`config.mk`:
```
export PLATFORM = sky130hd
export DESIGN_NAME = twm_byte_master
export DESIGN_NICKNAME = d
export VERILOG_FILES = /design/src/rtl/twm_pkg.sv /design/src/rtl/twm_seq.sv /design/src/rtl/twm_shift.sv /design/src/rtl/twm_status.sv /design/src/rtl/twm_byte_master.sv
export SDC_FILE = /design/constraint.sdc
export NUM_CORES = 1
export LEC_CHECK = 0
export BUFFER_PORTS_ARGS = -buffer_cell sky130_fd_sc_hd__buf_4
export CORE_MARGIN = 2
export CORE_UTILIZATION = 36
export DETAILED_ROUTE_END_ITERATION = 12
export HOLD_SLACK_MARGIN = 0.03
export MAX_ROUTING_LAYER = met4
export REMOVE_ABC_BUFFERS = 1
export SYNTH_ARGS = -nofsm -noshare
export SYNTH_HDL_FRONTEND = slang
export SYNTH_SLANG_ARGS = --single-unit
```
`constraint.sdc`:
```
create_clock -name clk -period 2.8 [get_ports clk]
set_input_delay 0 -clock clk [delete_from_list [all_inputs] [get_ports clk]]
set_output_delay 0 -clock clk [all_outputs]
set_load 0.01 [all_outputs]
```
`src/rtl/twm_pkg.sv`:
```
`timescale 1ns/1ps
package twm_pkg;
   typedef enum logic [1:0] {
      ST_IDLE  = 2'd0,
      ST_START = 2'd1,
      ST_BIT   = 2'd2,
      ST_STOP  = 2'd3
   } twm_state_e;

   typedef struct packed {
      logic start;
      logic stop;
      logic rd;
      logic wr;
      logic nack;
   } twm_cmd_t;
endpackage

```
`src/rtl/twm_seq.sv`:
```
`timescale 1ns/1ps
module twm_seq
   import twm_pkg::*;
#(
   parameter int DATA_W     = 8,
   parameter bit STRETCH_EN = 1'b1
) (
   input  logic     clk,
   input  logic     rst_n,
   input  logic     qtr_tick,
   input  logic     scl_in,
   input  logic     sda_in,
   input  logic     cmd_go,
   input  twm_cmd_t cmd_in,
   input  logic     tx_msb,
   output logic     busy,
   output logic     scl_oe,
   output logic     sda_oe,
   output logic     shift_en,
   output logic     last_data,
   output logic     smp_bit,
   output logic     rd_active,
   output logic     ack_vld,
   output logic     ack_ok,
   output logic     done_evt,
   output logic     arb_evt
);
   localparam int IDX_W = $clog2(DATA_W + 1);
   localparam logic [IDX_W-1:0] ACK_IDX  = IDX_W'(DATA_W);
   localparam logic [IDX_W-1:0] LAST_IDX = IDX_W'(DATA_W - 1);

   twm_state_e       state_q;
   logic [1:0]       phase_q;
   logic [IDX_W-1:0] idx_q;
   twm_cmd_t         cmd_q;
   logic             own_q;
   logic             smp_q;

   logic hold, step, is_ack, bit_val, drives;
   logic in_bit, ph2, ph3;

   // Variant: wait for the clock line to read high before the high phase
   generate
      if (STRETCH_EN) begin : g_stretch
         assign hold = (phase_q == 2'd1) && !scl_in;
      end else begin : g_free
         assign hold = 1'b0;
      end
   endgenerate

   assign step    = qtr_tick && !hold && (state_q != ST_IDLE);
   assign in_bit  = (state_q == ST_BIT);
   assign ph2     = step && (phase_q == 2'd2);
   assign ph3     = step && (phase_q == 2'd3);
   assign is_ack  = (idx_q == ACK_IDX);
   assign bit_val = cmd_q.wr ? (is_ack ? 1'b1 : tx_msb) : (is_ack ? cmd_q.nack : 1'b1);
   assign drives  = cmd_q.wr ? !is_ack : is_ack;

   assign arb_evt   = in_bit && ph2 && drives && bit_val && !sda_in;
   assign shift_en  = in_bit && ph3 && !is_ack;
   assign last_data = (idx_q == LAST_IDX);
   assign smp_bit   = smp_q;
   assign rd_active = cmd_q.rd;
   assign ack_vld   = in_bit && ph2 && is_ack && cmd_q.wr;
   assign ack_ok    = !sda_in;
   assign busy      = (state_q != ST_IDLE);

   assign done_evt = ph3 && (
         ((state_q == ST_START) && !cmd_q.rd && !cmd_q.wr && !cmd_q.stop) ||
         (in_bit && is_ack && !cmd_q.stop) ||
         (state_q == ST_STOP));

   always_ff @(posedge clk or negedge rst_n) begin
      if (!rst_n) begin
         state_q <= ST_IDLE;
         phase_q <= 2'd0;
         idx_q   <= '0;
         cmd_q   <= '0;
         own_q   <= 1'b0;
         smp_q   <= 1'b0;
      end else if (cmd_go) begin
         state_q <= cmd_in.start ? ST_START :
                    (cmd_in.rd || cmd_in.wr) ? ST_BIT : ST_STOP;
         phase_q <= 2'd0;
         idx_q   <= '0;
         cmd_q   <= cmd_in;
      end else if (arb_evt) begin
         state_q <= ST_IDLE;
         phase_q <= 2'd0;
         own_q   <= 1'b0;
      end else if (step) begin
         phase_q <= phase_q + 2'd1;
         if (phase_q == 2'd2) smp_q <= sda_in;
         if (phase_q == 2'd3) begin
            case (state_q)
               ST_START: begin
                  own_q   <= 1'b1;
                  idx_q   <= '0;
                  state_q <= (cmd_q.rd || cmd_q.wr) ? ST_BIT :
                             cmd_q.stop ? ST_STOP : ST_IDLE;
               end
               ST_BIT: begin
                  if (is_ack) state_q <= cmd_q.stop ? ST_STOP : ST_IDLE;
                  else        idx_q   <= idx_q + 1'b1;
               end
               ST_STOP: begin
                  own_q   <= 1'b0;
                  state_q <= ST_IDLE;
               end
               default: state_q <= ST_IDLE;
            endcase
         end
      end
   end

   always_comb begin
      scl_oe = 1'b0;
      sda_oe = 1'b0;
      case (state_q)
         ST_IDLE: begin
            scl_oe = own_q;
         end
         ST_START: begin
            case (phase_q)
               2'd0:    begin scl_oe = own_q; sda_oe = 1'b0; end
               2'd1:    begin scl_oe = 1'b0;  sda_oe = 1'b0; end
               2'd2:    begin scl_oe = 1'b0;  sda_oe = 1'b1; end
               default: begin scl_oe = 1'b1;  sda_oe = 1'b1; end
            endcase
         end
         ST_BIT: begin
            scl_oe = (phase_q == 2'd0) || (phase_q == 2'd3);
            sda_oe = !bit_val;
         end
         default: begin
            scl_oe = (phase_q == 2'd0);
            sda_oe = (phase_q == 2'd0) || (phase_q == 2'd1);
         end
      endcase
   end
endmodule

```
`src/rtl/twm_shift.sv`:
```
`timescale 1ns/1ps
module twm_shift #(
   parameter int DATA_W = 8
) (
   input  logic              clk,
   input  logic              rst_n,
   input  logic              load,
   input  logic [DATA_W-1:0] tx_byte,
   input  logic              shift_en,
   input  logic              smp_bit,
   input  logic              last_data,
   input  logic              rd_active,
   output logic              tx_msb,
   output logic [DATA_W-1:0] rx_byte
);
   logic [DATA_W-1:0] tx_q, rx_q, rx_buf_q;
   logic [DATA_W-1:0] rx_next;

   assign rx_next = {rx_q[DATA_W-2:0], smp_bit};
   assign tx_msb  = tx_q[DATA_W-1];
   assign rx_byte = rx_buf_q;

   always_ff @(posedge clk or negedge rst_n) begin
      if (!rst_n) begin
         tx_q     <= '0;
         rx_q     <= '0;
         rx_buf_q <= '0;
      end else begin
         if (load)          tx_q <= tx_byte;
         else if (shift_en) tx_q <= {tx_q[DATA_W-2:0], 1'b0};
         if (shift_en) begin
            rx_q <= rx_next;
            if (last_data && rd_active) rx_buf_q <= rx_next;
         end
      end
   end
endmodule

```
`src/rtl/twm_status.sv`:
```
`timescale 1ns/1ps
module twm_status (
   input  logic clk,
   input  logic rst_n,
   input  logic cmd_go,
   input  logic done_evt,
   input  logic arb_evt,
   input  logic ack_vld,
   input  logic ack_ok,
   input  logic irq_en,
   input  logic irq_clear,
   output logic done,
   output logic ack_rcvd,
   output logic arb_lost,
   output logic irq
);
   logic irq_set;
   assign irq_set = (done_evt && irq_en) || arb_evt;

   always_ff @(posedge clk or negedge rst_n) begin
      if (!rst_n) begin
         done     <= 1'b0;
         ack_rcvd <= 1'b0;
         arb_lost <= 1'b0;
         irq      <= 1'b0;
      end else begin
         if (cmd_go) begin
            done     <= 1'b0;
            ack_rcvd <= 1'b0;
            arb_lost <= 1'b0;
         end else begin
            if (done_evt) done     <= 1'b1;
            if (arb_evt)  arb_lost <= 1'b1;
            if (ack_vld)  ack_rcvd <= ack_ok;
         end
         if (irq_set)        irq <= 1'b1;
         else if (irq_clear) irq <= 1'b0;
      end
   end
endmodule

```
`src/rtl/twm_byte_master.sv`:
```
`timescale 1ns/1ps
module twm_byte_master
   import twm_pkg::*;
#(
   parameter int DATA_W     = 8,
   parameter bit STRETCH_EN = 1'b1
) (
   input  logic              clk,
   input  logic              rst_n,
   input  logic              qtr_tick,
   input  logic              cmd_valid,
   input  logic              cmd_start,
   input  logic              cmd_stop,
   input  logic              cmd_read,
   input  logic              cmd_write,
   input  logic              cmd_nack,
   input  logic [DATA_W-1:0] tx_byte,
   input  logic              irq_en,
   input  logic              irq_clear,
   input  logic              scl_in,
   input  logic              sda_in,
   output logic              scl_oe,
   output logic              sda_oe,
   output logic [DATA_W-1:0] rx_byte,
   output logic              busy,
   output logic              done,
   output logic              ack_rcvd,
   output logic              arb_lost,
   output logic              irq
);
   generate
      if (DATA_W < 2) begin : g_bad_width
         $error("twm_byte_master: DATA_W must be at least 2");
      end
   endgenerate

   twm_cmd_t cmd_w;
   logic cmd_go, tx_msb, shift_en, last_data, smp_bit, rd_active;
   logic ack_vld, ack_ok, done_evt, arb_evt;

   // Write wins when both transfer directions are requested
   assign cmd_w.start = cmd_start;
   assign cmd_w.stop  = cmd_stop;
   assign cmd_w.wr    = cmd_write;
   assign cmd_w.rd    = cmd_read && !cmd_write;
   assign cmd_w.nack  = cmd_nack;

   assign cmd_go = cmd_valid && !busy &&
                   (cmd_start || cmd_stop || cmd_read || cmd_write);

   twm_seq #(.DATA_W(DATA_W), .STRETCH_EN(STRETCH_EN)) u_seq (
      .clk(clk), .rst_n(rst_n), .qtr_tick(qtr_tick),
      .scl_in(scl_in), .sda_in(sda_in),
      .cmd_go(cmd_go), .cmd_in(cmd_w), .tx_msb(tx_msb),
      .busy(busy), .scl_oe(scl_oe), .sda_oe(sda_oe),
      .shift_en(shift_en), .last_data(last_data), .smp_bit(smp_bit),
      .rd_active(rd_active), .ack_vld(ack_vld), .ack_ok(ack_ok),
      .done_evt(done_evt), .arb_evt(arb_evt)
   );

   twm_shift #(.DATA_W(DATA_W)) u_shift (
      .clk(clk), .rst_n(rst_n), .load(cmd_go), .tx_byte(tx_byte),
      .shift_en(shift_en), .smp_bit(smp_bit), .last_data(last_data),
      .rd_active(rd_active), .tx_msb(tx_msb), .rx_byte(rx_byte)
   );

   twm_status u_status (
      .clk(clk), .rst_n(rst_n), .cmd_go(cmd_go),
      .done_evt(done_evt), .arb_evt(arb_evt),
      .ack_vld(ack_vld), .ack_ok(ack_ok),
      .irq_en(irq_en), .irq_clear(irq_clear),
      .done(done), .ack_rcvd(ack_rcvd), .arb_lost(arb_lost), .irq(irq)
   );
endmodule

```
==> reports/results.tsv <==
metric	value	unit
Yosys top cell by area	dfrtp_1	
Power per Cell Area	804.9	nW/µm²
Internal	1.410	mW
Final Cycle Share	93.32	%
fill count	593	
top cell type's share of synthesized area	47.93	%
root buf cell	clkbuf_8	
chip width	81.12	µm
sequential element share of the synthesized area	47.93	%
routed length per instance	13.10	µm
Peak Freq	382.7	MHz
via count	1685	
DIE AREA	6580	µm²
CTS H-tree depth	2	
Hold/Removal Path Class	in -> reg	
FP Rows	28	
Clk Latency, worst-skew pair	300	ps
Final Core Density	47.42	%
first-pass GRT wire length	7672	µm
FF+latch count, synth	41	
Max Slew Vio Count	0	
number of nets in the layout	297	
core area	5816	µm²
Crit Path Category	reg -> reg	
Data arrival, critical path	2850	ps
layout cells sized above 1	25.94	%
RePlAce Congestion	0.7869	
required time worst endpoint	3040	ps
Hold Vio Cnt, Final	0	
Switching Fraction	36.45	%
first-iteration detailed-routing DRC count	83	
Area growth, synth to finish	28.81	%
startpoint types	flop	
RSZ-0062 raised after global routing	false	
cells after synthesis	212	
grt total ovfl	0	
vias in the first global route	1670	
Ys Warns	0	
WHS	92.33	ps
commonest non-fill, non-tap cell in the layout	dfrtp_1	
Synth area leaders	dfrtp_1 (48%), mux2_2 (8.4%), ha_1 (6.4%)	
Via density	4.941	
Port Buffers	35	
switching power	809.1	µW
Clock transition at path regs	80	ps
power share of the sequential group	39.2	%
CP Capture Type	flop	
Final setup viols	0	
post-synthesis average cell area	10.10	µm²
Worst Skew	6.358	ps
Die H	81.12	µm
total clock sinks	41	
combinational share of power	39.0	%
VDD IR-drop max	0.0003099	V
Final ANT Viol Nets	0	
leak pwr	1.328	nW
initial antenna violation count	0	
CTS tree	done	
Clock Power Share	21.8	%
slew margin rel.	59.13	%
Ports	36	
largest net degree at the start of global routing	42	
total power	2.220	mW
Routed WL	4468	µm
CTS Buf Count	5	
setup TNS	0	ps
status	finished clean	
Pre-antenna DRT Iters	4	
CP Max Fanout	5	
Max Cap Viol	0	
Worst Tran Pin Value	607.4	ps
count of cell types in the netlist	42	
# diodes	0	
Post-Syn Area	2141	µm²
Final Critical Period	2613	ps
Starting Density	36.81	%
HPWL after DPL	3206	µm
most frequent cells in the layout	dfrtp_1 (41), buf_4 (37), nand2_1 (28)	
gr usage total	15.51	%
Max Buffers Root-to-Sink	2	
DRC viols	0	
## timing repair
action | CTS | global route
gates resized for setup | 0 | 1
buffers inserted | 0 | 0
endpoints found under the setup margin | 0 | 1
hold buffers | 17 | 0
hold endpoints to repair | 56 | 0
## power by group through the flow
| stage | combinational (mW) | clock [mW] | sequential [mW] |
|---|---|---|---|
| after floorplan | 0.588 | 0 | 0.850 |
| after global placement | 0.832 | 0 | 0.879 |
| after detailed placement | 0.834 | 0 | 0.882 |
| after CTS | 0.867 | 0.501 | 0.871 |
| after global routing | 0.992 | 0.523 | 0.897 |
| final | 0.865 | 0.485 | 0.870 |
## final cells by class
type | count | area [µm²] | share of cell area (%)
multi-input combinational | 150 | 1028 | 37.30
sequential | 41 | 1026 | 37.21
timing repair buffer | 54 | 447.9 | 16.24
tap | 75 | 93.84 | 3.403
clock buffer | 5 | 68.82 | 2.495
inverter | 13 | 48.80 | 1.770
clock inverter | 3 | 43.79 | 1.588
## stage by stage
stage | area (µm²) | std cells | setup WS (ps)
after floorplan | 2101 | 204 | 613.0
after global placement | 2472 | 316 | 439.3
after detailed placement | 2472 | 316 | 362.3
after CTS | 2755 | 341 | 153.2
after global routing | 2758 | 341 | 16.61
final | 2758 | 341 | 186.9
## synthesized netlist by cell type
library cell,count
a211oi_1,2
a21o_1,2
a21oi_1,10
a221o_1,8
a221oi_1,1
a31oi_1,1
a32o_1,1
and3_1,1
and3b_1,1
buf_2,4
buf_4,1
clkbuf_1,2
clkbuf_2,1
dfrtp_1,41
ha_1,11
inv_1,13
mux2_2,16
nand2_1,28
nand2_2,1
nand2b_1,2
nand2b_4,1
nand3_1,3
nand3b_1,1
nor2_1,21
nor2b_1,1
nor2b_2,1
nor3_1,6
nor3b_1,1
nor3b_4,1
nor4_1,1
nor4_4,1
o211ai_1,1
o211ai_2,1
o21a_1,1
o21ai_0,16
o31ai_1,1
o32ai_1,1
o41ai_1,2
or2_2,1
or3_1,1
or4_1,1
xnor2_1,1
## critical path, stage by stage, from the launching register on
cell and delay, ps:
dfrtp_1 400, inv_1 100, ha_1 250, nand2b_4 180
or4_1 570, nor2_1 350, a21oi_1 60, o21ai_0 80
dlygate4sd3_1 560
## routing by layer
| layer | vias up | GRT usage, % | wire length, µm |
|---|---|---|---|
| li1 | 845 | - | - |
| met1 | 813 | 20.17 | 2098 |
| met2 | 22 | 24.71 | 2181 |
| met3 | 5 | 2.667 | 121 |
| met4 | 0 | 5.085 | 66 |
| met5 | - | - | 0 |
## sequential cells by signal (all words and copies together) (netlist names)
signal	flops
u_shift.rx_q	7
u_status.ack_rcvd	1
u_seq.rd_active	1
u_status.done	1
u_seq.own_q	1
u_shift.rx_byte	8
u_seq.idx_q	4
u_seq.cmd_q	3
u_status.arb_lost	1
u_status.irq	1
u_seq.phase_q	2
u_seq.smp_bit	1
u_shift.tx_q	8
u_seq.state_q	2
## logic make-up (layout without fill, tap and decap cells)
logic type	count (synthesis)	after routing	synth area share, %
AO/OA/AOI/OAI	48	48	15.26
AND/OR/NAND/NOR	74	74	17.42
multiplexers	16	16	8.416
adder cells (fa/ha/maj)	11	11	6.429
flip-flops	41	41	47.93
XOR/XNOR	1	1	0.4092
buffers and inverters	21	75	4.150
## worst paths after layout
check                                                   from                              to  slack [ps]  cells past startpoint
worst max register to register  u_seq.state_q[0]$_DFFE_PN0P_        u_status.irq$_DFFE_PN0P_         190                      8
min in group asynchronous                              rst_n     u_shift.rx_q[3]$_DFFE_PN0P_         220                      2
max in group asynchronous                              rst_n      u_seq.idx_q[3]$_DFFE_PN0P_        2230                      2
worst min-delay path                                  scl_in    u_seq.phase_q[1]$_DFFE_PN0P_          90                      4
worst min register to register   u_shift.rx_q[6]$_DFFE_PN0P_  u_shift.rx_byte[7]$_DFFE_PN0P_         500                      1
worst max-delay path            u_seq.state_q[0]$_DFFE_PN0P_        u_status.irq$_DFFE_PN0P_         190                      8
Note: power is estimated with default switching activity, not from simulation.
